## src/rtl/pidg_pkg.sv

```systemverilog
package pidg_pkg;
  typedef enum logic [1:0] {
    RGN_NONE = 2'd0,
    RGN_FAST = 2'd1,
    RGN_SLOW = 2'd2
  } rgn_e;

  localparam int NUM_WIN = 3;
  localparam int NUM_PREG = 2;

  function automatic logic rgn_to_sel(input rgn_e r);
    return (r == RGN_SLOW);
  endfunction
endpackage

```

## src/rtl/pidg_addr_decode.sv

```systemverilog
module pidg_addr_decode
  import pidg_pkg::*;
#(
  parameter int ADDR_W = 32,
  parameter int OFF_W  = 13,
  parameter logic [NUM_WIN-1:0][ADDR_W-1:0] WIN_BASE = '0,
  parameter logic [NUM_WIN-1:0][1:0]        WIN_RGN  = '0
) (
  input  logic [ADDR_W-1:0] addr,
  output rgn_e              rgn,
  output logic [OFF_W-1:0]  offset
);
  localparam int TAG_W = ADDR_W - OFF_W;

  logic [NUM_WIN-1:0]      hit;
  logic [NUM_WIN-1:0][1:0] code_masked;

  for (genvar w = 0; w < NUM_WIN; w++) begin : g_win
    localparam logic [TAG_W-1:0] TAG = WIN_BASE[w][ADDR_W-1:OFF_W];
    assign hit[w]         = (addr[ADDR_W-1:OFF_W] == TAG);
    assign code_masked[w] = hit[w] ? WIN_RGN[w] : 2'b00;
  end

  always_comb begin
    logic [1:0] acc;
    acc = 2'b00;
    for (int w = 0; w < NUM_WIN; w++) acc = acc | code_masked[w];
    rgn = rgn_e'(acc);
  end

  assign offset = addr[OFF_W-1:0];
endmodule

```

## src/rtl/pidg_perm_regs.sv

```systemverilog
module pidg_perm_regs
  import pidg_pkg::*;
#(
  parameter int PID_W  = 3,
  parameter int PERM_W = 8,
  parameter logic [NUM_PREG-1:0][PID_W-1:0] WR_MAX_PID = '0
) (
  input  logic                             clk,
  input  logic                             rst_n,
  input  logic                             cfg_we,
  input  logic                             cfg_sel,
  input  logic [PID_W-1:0]                 cfg_pid,
  input  logic [PERM_W-1:0]                cfg_wdata,
  output logic [NUM_PREG-1:0][PERM_W-1:0]  perm,
  output logic                             cfg_viol
);
  logic [NUM_PREG-1:0] sel_hot;
  logic [NUM_PREG-1:0] wr_ok;
  logic                refused;

  for (genvar r = 0; r < NUM_PREG; r++) begin : g_reg
    assign sel_hot[r] = cfg_we && (cfg_sel == r[0]);
    assign wr_ok[r]   = sel_hot[r] && (cfg_pid <= WR_MAX_PID[r]);

    always_ff @(posedge clk or negedge rst_n) begin
      if (!rst_n)        perm[r] <= '0;
      else if (wr_ok[r]) perm[r] <= cfg_wdata;
    end
  end

  assign refused = |(sel_hot & ~wr_ok);

  always_ff @(posedge clk or negedge rst_n) begin
    if (!rst_n) cfg_viol <= 1'b0;
    else        cfg_viol <= refused;
  end
endmodule

```

## src/rtl/pidg_access_ctl.sv

```systemverilog
module pidg_access_ctl
  import pidg_pkg::*;
#(
  parameter int PID_W        = 3,
  parameter int PERM_W       = 8,
  parameter int DATA_W       = 32,
  parameter int PRIV_MAX_PID = 1
) (
  input  rgn_e                            rgn,
  input  logic [PID_W-1:0]                pid,
  input  logic [NUM_PREG-1:0][PERM_W-1:0] perm,
  input  logic                            req_valid,
  input  logic                            req_we,
  input  logic                            mem_ready,
  input  logic [DATA_W-1:0]               mem_rdata,
  output logic                            req_ready,
  output logic [DATA_W-1:0]               req_rdata,
  output logic                            req_err,
  output logic                            req_foreign,
  output logic                            mem_valid,
  output logic                            mem_we
);
  logic guarded;
  logic privileged;
  logic table_bit;
  logic allowed;

  assign guarded    = (rgn != RGN_NONE);
  assign privileged = (int'(pid) <= PRIV_MAX_PID);
  assign table_bit  = perm[rgn_to_sel(rgn)][pid];
  assign allowed    = !guarded || privileged || table_bit;

  assign mem_valid   = req_valid && allowed;
  assign mem_we      = req_valid && allowed && req_we;
  assign req_err     = req_valid && !allowed;
  assign req_foreign = req_valid && !guarded;
  assign req_ready   = allowed ? mem_ready : 1'b1;
  assign req_rdata   = allowed ? mem_rdata : '0;
endmodule

```

## src/rtl/pidg_guard.sv

```systemverilog
module pidg_guard
  import pidg_pkg::*;
#(
  parameter int ADDR_W        = 32,
  parameter int DATA_W        = 32,
  parameter int PID_W         = 3,
  parameter int REGION_BYTES  = 8192,
  parameter int PRIV_MAX_PID  = 1,
  parameter logic [ADDR_W-1:0] FAST_BASE_A = 32'h3FF8_0000,
  parameter logic [ADDR_W-1:0] FAST_BASE_B = 32'h400C_0000,
  parameter logic [ADDR_W-1:0] SLOW_BASE   = 32'h5000_0000,
  parameter int OFF_W  = $clog2(REGION_BYTES),
  parameter int PERM_W = 1 << PID_W
) (
  input  logic                clk,
  input  logic                rst_n,
  input  logic                req_valid,
  output logic                req_ready,
  input  logic [ADDR_W-1:0]   req_addr,
  input  logic [PID_W-1:0]    req_pid,
  input  logic                req_we,
  input  logic [DATA_W-1:0]   req_wdata,
  output logic [DATA_W-1:0]   req_rdata,
  output logic                req_err,
  output logic                req_foreign,
  output logic                mem_valid,
  input  logic                mem_ready,
  output logic [ADDR_W-1:0]   mem_addr,
  output logic [1:0]          mem_region,
  output logic [OFF_W-1:0]    mem_offset,
  output logic                mem_we,
  output logic [DATA_W-1:0]   mem_wdata,
  input  logic [DATA_W-1:0]   mem_rdata,
  input  logic                cfg_we,
  input  logic                cfg_sel,
  input  logic [PID_W-1:0]    cfg_pid,
  input  logic [PERM_W-1:0]   cfg_wdata,
  output logic                cfg_viol
);
  localparam logic [NUM_WIN-1:0][ADDR_W-1:0] WIN_BASE =
    {SLOW_BASE, FAST_BASE_B, FAST_BASE_A};
  localparam logic [NUM_WIN-1:0][1:0] WIN_RGN =
    {RGN_SLOW, RGN_FAST, RGN_FAST};
  localparam logic [PID_W-1:0] FAST_WR_MAX = PID_W'(PRIV_MAX_PID);
  localparam logic [PID_W-1:0] SLOW_WR_MAX = '0;
  localparam logic [NUM_PREG-1:0][PID_W-1:0] WR_MAX_PID =
    {SLOW_WR_MAX, FAST_WR_MAX};

  rgn_e                            rgn;
  logic [NUM_PREG-1:0][PERM_W-1:0] perm;

  pidg_addr_decode #(
    .ADDR_W(ADDR_W), .OFF_W(OFF_W),
    .WIN_BASE(WIN_BASE), .WIN_RGN(WIN_RGN)
  ) u_dec (
    .addr(req_addr), .rgn(rgn), .offset(mem_offset)
  );

  pidg_perm_regs #(
    .PID_W(PID_W), .PERM_W(PERM_W), .WR_MAX_PID(WR_MAX_PID)
  ) u_regs (
    .clk(clk), .rst_n(rst_n),
    .cfg_we(cfg_we), .cfg_sel(cfg_sel), .cfg_pid(cfg_pid),
    .cfg_wdata(cfg_wdata), .perm(perm), .cfg_viol(cfg_viol)
  );

  pidg_access_ctl #(
    .PID_W(PID_W), .PERM_W(PERM_W), .DATA_W(DATA_W),
    .PRIV_MAX_PID(PRIV_MAX_PID)
  ) u_ctl (
    .rgn(rgn), .pid(req_pid), .perm(perm),
    .req_valid(req_valid), .req_we(req_we),
    .mem_ready(mem_ready), .mem_rdata(mem_rdata),
    .req_ready(req_ready), .req_rdata(req_rdata),
    .req_err(req_err), .req_foreign(req_foreign),
    .mem_valid(mem_valid), .mem_we(mem_we)
  );

  assign mem_addr   = req_addr;
  assign mem_wdata  = req_wdata;
  assign mem_region = rgn;
endmodule

```

## config.mk

```make
export PLATFORM = sky130hd
export DESIGN_NAME = pidg_guard
export DESIGN_NICKNAME = d
export VERILOG_FILES = /design/src/rtl/pidg_pkg.sv /design/src/rtl/pidg_addr_decode.sv /design/src/rtl/pidg_perm_regs.sv /design/src/rtl/pidg_access_ctl.sv /design/src/rtl/pidg_guard.sv
export SDC_FILE = /design/constraint.sdc
export NUM_CORES = 1
export LEC_CHECK = 0
export BUFFER_PORTS_ARGS = -buffer_cell sky130_fd_sc_hd__buf_2
export CAP_MARGIN = 20
export CORE_MARGIN = 10
export CORE_UTILIZATION = 32
export CTS_CLUSTER_SIZE = 10
export DETAILED_ROUTE_END_ITERATION = 6
export PLACE_DENSITY = 0.78
export SKIP_LAST_GASP = 1
export SLEW_MARGIN = 20
export SYNTH_ARGS = -nofsm -noshare
export SYNTH_HDL_FRONTEND = slang
export SYNTH_HIERARCHICAL = 1
export SYNTH_SLANG_ARGS = --single-unit
```

## constraint.sdc

```tcl
create_clock -name clk -period 3.95 [get_ports clk]
set_clock_uncertainty 0.15 [all_clocks]
set_input_delay 0.395 -clock clk [delete_from_list [all_inputs] [get_ports clk]]
set_output_delay 0.395 -clock clk [all_outputs]
set_load 0.02 [all_outputs]
```

==> results of run 1 <==
==> registers in the layout, indices dropped and copies added, names as in the netlist <==
register         flops
u_regs/cfg_viol      1
u_regs/perm         12
==> cells in the final DEF, fill, tap and decap left out, drive strengths merged <==
| master | instances |
|---|---|
| buf | 129 |
| nor2b | 36 |
| mux2 | 14 |
| dfrtp | 13 |
| nand2 | 4 |
| nor2 | 4 |
| clkbuf | 4 |
| nand4 | 3 |
| inv | 2 |
| o22ai | 2 |
| nor3b | 2 |
| nor4 | 2 |
| nor3 | 2 |
| nor4b | 2 |
| dlygate4sd3 | 1 |
| o31ai | 1 |
| mux4 | 1 |
| a21oi | 1 |
| o21bai | 1 |
| o21ai | 1 |
| o311ai | 1 |
| o21a | 1 |
| and2 | 1 |
| or2 | 1 |
| or3b | 1 |
| nand3 | 1 |
| nand3b | 1 |
| or4 | 1 |
| a21boi | 1 |
| nand4b | 1 |
==> metal layers <==
metal / share of wire (%) / track usage, % / wire length [um]
met1: 33 / 11.0 / 1770
met2: 51 / 20.9 / 2730
met3: 11 / 5.51 / 593
met4: 5.9 / 9.01 / 320
met5: 0 / 0 / 0
==> through the flow <==
stage                     setup WS, ns  instance area, um^2
after floorplan                  0.368                 1620
after CTS                        0.220                 1800
after global placement           0.295                 1750
after global routing            0.0260                 1800
after detailed placement         0.228                 1750
final                            0.225                 1800
==> cell type report <==
cell class / instances / area share (%)
repair buffers: 130 / 36.5
well taps: 67 / 4.65
multi-input cells: 86 / 37.9
clock buffers: 4 / 2.50
flip-flops and latches: 13 / 18.0
inverters: 2 / 0.416
==> repair_timing <==
| action | CTS | global route |
|---|---|---|
| hold buffers | 1 | 0 |
| endpoints found under the setup margin | 0 | 0 |
| endpoints found under the hold margin | 13 | 0 |
==> power breakdown <==
| group | internal (mW) | switching, mW |
|---|---|---|
| Combinational | 0.0867 | 0.0920 |
| Clock | 0.0710 | 0.0440 |
| Sequential | 0.162 | 0.0131 |
| Total | 0.320 | 0.149 |
==> final timing paths <==
| kind | from | endpoint | slack (ns) |
|---|---|---|---|
| max in group asynchronous | rst_n | u_regs/perm[14] | 3.02 |
| setup reg to reg | u_regs/perm[5] | u_regs/perm[5] | 3.04 |
| min in group asynchronous | rst_n | u_regs/perm[13] | 0.41 |
| hold reg to reg | u_regs/perm[11] | u_regs/perm[11] | 0.35 |
| hold / removal | cfg_wdata[3] | u_regs/perm[11] | 0.24 |
| setup / recovery | req_addr[17] | req_err | 0.22 |
==> summary.txt, run 1 <==
Logic synthesis
  • Synthesized area: 1620 um^2
  • Avg Cell Area, Syn: 8.96 um^2
  • Synth warn: 6
  • Post-synthesis cell count: 181
  • Syn Nets: 298

Routing
  • Routed Antenna Nets: 0
  • DR vias: 1299
  • DRC: 0
  • Routed len/inst: 17.9 um
  • Final wirelength: 5410 um
  • DRT Pass-1 Iters: 5
  • Vias/cell: 4.30
  • Initial DRC Count: 15

STA
  • Relative slew slack: 67.8%
  • Max frequency: 268 MHz
  • Max Slew Vio Count: 0
  • Final setup TNS: 0 ns
  • Clock period minus worst slack: 3.73 ns
  • Fin Hold WS: 0.244 ns
  • Final setup fails: 0
  • Crit share post-route: 94.3%
  • Final hold vios: 0
  • Unrepaired setup endpoints after global routing: no
  • Worst-margin pin slew: 0.480 ns

Clock tree
  • Max clock buf depth: 2
  • Post_cts resized: 0
  • Root buf cell: clkbuf_8
  • Htree depth: 1
  • Clk_lat worst skew: 0.24 ns
  • Post-CTS Setup Bufs: 0
  • Inserted Clock Buffers: 3
  • Clk sinks: 13
  • Worst-path clk slew: 0.05 ns
  • CTS tree: built

Critical path
  • CP Data Required Time: 3.40 ns
  • WS Path Type: in2out
  • CP max stage cell: or4_1
  • Data arrival time of the worst path: 3.18 ns
  • Startpoint Class: primary input
  • Crit-path max FO: 36
  • Critical path depth in cells: 10
  • CP endpoint kind: output port
  • Crit-path max cell delay: 0.55 ns
  • Critical path, cell by cell: buf_2 -> or3b_1 -> or4_1 -> o22ai_2 -> nor2b_4 -> mux4_2 -> o22ai_2 -> o21a_4 -> and2_1 -> buf_2
  • Reg2reg path depth: 1
  • Crit-path leading delay family: simple AND/OR/NAND/NOR gates
  • CP Buf/Inv Count: 2

Pwr
  • Power Dens Cells: 260 nW/um^2
  • LEAKAGE: 0.951 nW
  • Max VDD drop: 0.000234 V
  • Total power: 0.469 mW

Global routing
  • Pin count of the biggest net entering global routing: 37
  • Vias in the first global route: 1501
  • GRT Overall Usage: 12.1%
  • Antenna violations before repair: 0
  • GRT Residual Overflow: 0
  • Global-route wire length before repair: 8210 um

Final layout
  • Final core utilization: 37.5%
  • Synthesis-to-finish area growth: 11.3%
  • Final net count: 353
  • Reg area: 325 um^2
  • Filler cell count: 518
  • Area of the multi-input gates: 684 um^2
  • Share of cells above drive strength 1: 65.5%
  • Cell Count, Final, Fillers Out: 302
  • Ant. Diodes: 0

Hold path
  • Worst Hold Depth: 2
  • Hold WC Path Type: in2reg

Place
  • Placed cells: 297
  • HPWL Detailed: 4870 um
  • Final GP Congestion: 0.827
  • PortBufs: 128

Die
  • Row Count: 25
  • # IOs: 234
  • Die area: 8310 um^2
  • Core area: 4820 um^2
  • Starting Density: 33.7%
  • Die Y: 91.2 um
  • Die X: 91.2 um

Flow run
  • Number of max-cap violations: 0

Run status
  • Status: completed
Note: power is estimated with default switching activity, not from simulation.
==> inputs of run 2 (changes only) <==
CAP_MARGIN = default   (was 20)
clock period = 3.52 ns   (was 3.95 ns; I/O delays follow)
==> summary.txt, run 2 (synthesis results as in run 1) <==
Final layout
  • Most frequent cells in the layout: buf_2, nor2b_1, mux2_2, dfrtp_1
  • Max reg flops: 12 (unchanged)
  • Ant. Diodes: 0 (unchanged)
  • Biggest register: u_regs/perm
  • Final core utilization: 38.9% (+1.5 points)
  • Biggest registers after layout: u_regs/perm (12), u_regs/cfg_viol (1)
  • Share of cells above drive strength 1: 66.8% (+1.3 points)
  • Final net count: 356 (+0.85%)
  • Final non-filler cell area: 1870 um^2 (+3.9%)
  • Synthesis-to-finish area growth: 15.6%
  • Most common cell after layout, fill and taps aside: buf_2

Place
  • Pre-CTS setup slack: 0.120 ns (-0.107 ns)
  • HPWL Detailed: 4800 um (-1.6%)
  • Final GP Congestion: 0.874 (+5.7%)
  • PortBufs: 128 (unchanged)
  • Dpl cell area: 1780 um^2 (+1.6%)

Pwr
  • LEAKAGE: 0.976 nW (+2.6%)
  • Max VDD drop: 0.000206 V (-12%)
  • Power Dens Cells: 282 nW/um^2 (+8.4%)

STA
  • Unrepaired setup endpoints after global routing: no
  • Final setup fails: 0 (unchanged)
  • Clock period minus worst slack: 3.41 ns
  • Final setup TNS: 0 ns (unchanged)
  • Worst-margin pin slew: 0.510 ns (+0.0293 ns)
  • Crit share post-route: 96.8%
  • Final Worst Setup Slack: 0.113 ns (-0.112 ns)
  • Relative slew slack: 65.9% (-2.0 points)
  • Max frequency: 293 MHz
  • Final hold vios: 0 (unchanged)
  • Max Slew Vio Count: 0 (unchanged)

Critical path
  • Data arrival time of the worst path: 2.91 ns (-0.27 ns)
  • CP endpoint kind: output port
  • Startpoint Class: primary input
  • WS Path Type: in2out
  • Crit-path max FO: 18 (-50%)
  • CP Data Required Time: 3.02 ns (-0.38 ns)

Die
  • Row Count: 25 (unchanged)
  • Die X: 91.2 um (unchanged)
  • # IOs: 234 (unchanged)
  • Die area: 8310 um^2 (unchanged)
  • Die Y: 91.2 um (unchanged)
  • Starting Density: 33.7% (unchanged)
  • Core area: 4820 um^2 (unchanged)

Routing
  • Routed Antenna Nets: 0 (unchanged)
  • Routed len/inst: 18.1 um (+0.75%)
  • Final wirelength: 5510 um (+1.8%)
  • DRT Pass-1 Iters: 4 (-1)
  • Vias/cell: 4.34 (+0.92%)
  • Initial DRC Count: 26 (+11)
  • DRC: 0 (unchanged)
  • DR vias: 1324 (+1.9%)

Clock tree
  • Post-CTS Setup Bufs: 0 (unchanged)
  • Clk_lat worst skew: 0.24 ns (about the same)
  • Max clock buf depth: 2 (unchanged)
  • Clk sinks: 13 (unchanged)
  • Root buf cell: clkbuf_8
  • Worst-path clk slew: 0.05 ns (about the same)
  • Htree depth: 1 (unchanged)
  • Inserted Clock Buffers: 3 (unchanged)
  • CTS tree: built

Hold path
  • Hold WC Path Type: in2reg

Global routing
  • Antenna violations before repair: 0 (unchanged)
  • Vias in the first global route: 1444 (-3.8%)
  • Global-route wire length before repair: 8050 um (-2.0%)
  • Pin count of the biggest net entering global routing: 36 (-2.7%)
  • GRT Residual Overflow: 0 (unchanged)
  • GRT Overall Usage: 11.7% (-0.41 points)

Flow run
  • Number of max-cap violations: 0 (unchanged)

Run status
  • Status: completed
-- run 2: changes by cell type in the layout (fill, tap and decap cells not counted), sizes merged --
| cell | previous run | this run |
|---|---|---|
| buf | 129 | 131 |
| clkbuf | 4 | 5 |
-- run 2: path summary, 6_finish.rpt --
check / cells after the start / end / slack, ns / from
worst max register to register: 1 / u_regs/perm[12] / 2.61 / u_regs/perm[12]
max in group asynchronous: 2 / u_regs/perm[6] / 2.62 / rst_n
min in group asynchronous: 2 / u_regs/perm[13] / 0.38 / rst_n
worst min register to register: 1 / u_regs/perm[14] / 0.35 / u_regs/perm[14]
worst min-delay path: 2 / u_regs/perm[13] / 0.20 / cfg_wdata[5]
worst max-delay path: 11 / req_ready / 0.11 / req_addr[17]
-- run 2: layer usage --
metal,up-vias,GRT usage [%],share of wire (%)
met2,81,20.5,51
met5,-,0,0
met3,37,5.76,12
met1,573,10.5,32
li1,633,-,-
met4,0,7.83,5.5
-- run 2: worst max-delay path, cell delays in order --
cell and delay [ns]:
buf_2 0.11, or3b_1 0.41, or4_1 0.59, o22ai_4 0.17, nor2b_4 0.08, mux4_2 0.43, o22ai_2 0.18, o21a_4 0.18
buf_12 0.15, or2_1 0.10, buf_2 0.15
-- run 2: report_power, final --
group          switching, mW  internal [mW]
registers             0.0146          0.182
clock network         0.0505         0.0798
logic                  0.103         0.0978
total                  0.169          0.359
-- run 2: area by class of cell --
cell class | instances | area [um^2]
timing repair buffer | 133 | 711
sequential | 13 | 325
multi-input combinational | 86 | 702
tap | 67 | 83.8
clock buffer | 4 | 45.0
inverter | 2 | 7.51
fill | 500 | 2940
-- run 2: per-stage QoR --
stage	hold WS, ns	power, mW	std cells
2_1_floorplan	-0.0936	0.416	181
3_3_place_gp	0.0964	0.395	299
3_5_place_dp	0.106	0.401	299
4_1_cts	0.197	0.535	304
5_1_grt	0.212	0.559	305
6_report	0.200	0.528	305
-- run 2: what timing repair did --
action,in CTS,in global routing
setup endpoints to repair,0,1
resized for setup,0,3
hold buffers,1,0
endpoints found under the hold margin,13,0
==> inputs of run 3 (changes only) <==
CORE_ASPECT_RATIO = 2   (was default)
PLACE_DENSITY = 0.82   (was 0.78)
==> summary.txt, run 3 (synthesis results as in run 1) <==
STA
  • Fin Hold WS: 0.213 ns (+0.0135 ns)
  • Final setup fails: 0 (unchanged)
  • Final setup TNS: 0 ns (unchanged)
  • Final hold vios: 0 (unchanged)
  • Max Slew Vio Count: 0 (unchanged)
  • Unrepaired setup endpoints after global routing: no
  • Crit share post-route: 97.2% (+0.40 points)
  • Clock period minus worst slack: 3.42 ns (+0.0142 ns)
  • Worst-margin pin slew: 0.549 ns (+0.0397 ns)
  • Relative slew slack: 63.2% (-2.7 points)
  • Max frequency: 292 MHz (-0.41%)

Global routing
  • Pin count of the biggest net entering global routing: 16 (-56%)
  • Global-route wire length before repair: 9250 um (+15%)
  • Antenna violations before repair: 0 (unchanged)
  • GRT Overall Usage: 13.9% (+2.2 points)
  • GRT Residual Overflow: 0 (unchanged)
  • Vias in the first global route: 1539 (+6.6%)

Clock tree
  • Inserted Clock Buffers: 3 (unchanged)
  • CTS tree: built
  • Root buf cell: clkbuf_8
  • Clk_lat worst skew: 0.23 ns (about the same)
  • Htree depth: 1 (unchanged)
  • Max clock buf depth: 2 (unchanged)
  • Worst-path clk slew: 0.05 ns (about the same)
  • Clk sinks: 13 (unchanged)

Place
  • Final GP Congestion: 0.771 (-12%)
  • HPWL Detailed: 5930 um (+23%)
  • PortBufs: 128 (unchanged)

Routing
  • Met3 routed WL: 1400 um (+110%)
  • Initial DRC Count: 12 (-54%)
  • Routed len/inst: 21.8 um (+21%)
  • Vias/cell: 4.63 (+6.7%)
  • DRC: 0 (unchanged)
  • Met2 WL: 3430 um (+23%)
  • Final wirelength: 6610 um (+20%)
  • DR vias: 1404 (+6.0%)
  • DRT Pass-1 Iters: 4 (unchanged)
  • Wire length on met1: 1510 um (-13%)
  • Routed Antenna Nets: 0 (unchanged)
  • Highest routed layer: met4

Critical path
  • WS Path Type: in2out
  • Reg2reg path depth: 1 (unchanged)
  • Startpoint Class: primary input
  • Crit-path max FO: 7 (-11)
  • CP Data Required Time: 3.02 ns (about the same)
  • CP max stage cell: or4_4
  • CP Buf/Inv Count: 3 (unchanged)
  • CP endpoint kind: output port
  • Critical path, cell by cell: buf_6 -> or3b_4 -> or4_4 -> o22ai_4 -> nor2b_4 -> mux4_2 -> o22ai_2 -> o21a_4 -> clkbuf_16 -> nor2b_1 -> buf_4
  • Data arrival time of the worst path: 2.92 ns (about the same)
  • Critical path depth in cells: 11 (unchanged)
  • Crit-path max cell delay: 0.51 ns (-0.08 ns)
  • Crit-path leading delay family: simple AND/OR/NAND/NOR gates

Hold path
  • Hold WC Path Type: in2reg
  • Worst Hold Depth: 2 (unchanged)

Flow run
  • Number of max-cap violations: 0 (unchanged)

Pwr
  • LEAKAGE: 1.03 nW (+6.0%)
  • Max VDD drop: 0.000278 V (+35%)
  • Power Dens Cells: 268 nW/um^2 (-4.8%)

Die
  • Row Count: 36 (+44%)
  • Core area: 4910 um^2 (+1.9%)
  • # IOs: 234 (unchanged)
  • Die area: 8490 um^2 (+2.1%)
  • Starting Density: 33.0% (-0.63 points)
  • Die Y: 121 um (+32%)
  • Die X: 70.3 um (-23%)

Run status
  • Status: completed

Final layout
  • Max reg flops: 12 (unchanged)
  • Biggest register: u_regs/perm
  • Ant. Diodes: 0 (unchanged)
  • Final net count: 364 (+2.2%)
  • Most common cell after layout, fill and taps aside: buf_2
  • Most frequent cells in the layout: buf_2, nor2b_1, mux2_2, buf_4, dfrtp_1
  • Biggest registers after layout: u_regs/perm (12), u_regs/cfg_viol (1)
  • Filler cell count: 507 (+1.4%)
  • Share of cells above drive strength 1: 68.3% (+1.5 points)
  • Synthesis-to-finish area growth: 21.6%
==> run 3: worst paths after layout <==
| check | startpoint | endpoint | slack [ns] |
|---|---|---|---|
| max | req_addr[18] | req_rdata[3] | 0.1 |
| min | cfg_wdata[2] | u_regs/perm[10] | 0.21 |
| max reg2reg | u_regs/perm[7] | u_regs/perm[7] | 2.58 |
| min reg2reg | u_regs/perm[14] | u_regs/perm[14] | 0.35 |
| max in group asynchronous | rst_n | u_regs/perm[14] | 2.61 |
| min in group asynchronous | rst_n | u_regs/perm[15] | 0.39 |
==> run 3: through the flow <==
| stage | total power, mW | util (%) | setup WS, ns | area [um^2] | instances |
|---|---|---|---|---|---|
| CTS | 0.534 | 37.8 | 0.0280 | 1850 | 297 |
| global route | 0.563 | 40.2 | 0.0194 | 1970 | 303 |
| finish | 0.529 | 40.2 | 0.0985 | 1970 | 303 |
| floorplan | 0.416 | - | 0.0241 | 1620 | 181 |
| global placement | 0.396 | 36.6 | 0.0811 | 1800 | 292 |
| detailed placement | 0.402 | 36.6 | 0.0448 | 1800 | 292 |
==> run 3: final cells by class <==
| class | count | area (um^2) | area share (%) |
|---|---|---|---|
| well taps | 57 | 71.3 | 3.62 |
| multi-input cells | 86 | 703 | 35.7 |
| clock buffers | 4 | 45.0 | 2.28 |
| inverters | 2 | 7.51 | 0.381 |
| flip-flops and latches | 13 | 325 | 16.5 |
| repair buffers | 141 | 820 | 41.6 |
==> run 3: routing by layer <==
metal  GRT usage (%)  vias up
li1                -      654
met1            8.85      604
met2            25.3      107
met3            12.4       39
met4            6.95        0
met5               0        -
==> run 3: timing repair <==
action / in CTS / in global routing
setup endpoints to repair: 0 / 36
gates resized for setup: 0 / 12
hold endpoints to repair: 13 / 0
hold buffers: 1 / 0
setup buffers: 0 / 4
==> run 3: power breakdown <==
part           internal [mW]  switching [mW]
registers              0.182          0.0147
logic                  0.101           0.106
clock network         0.0794          0.0455
total                  0.362           0.167
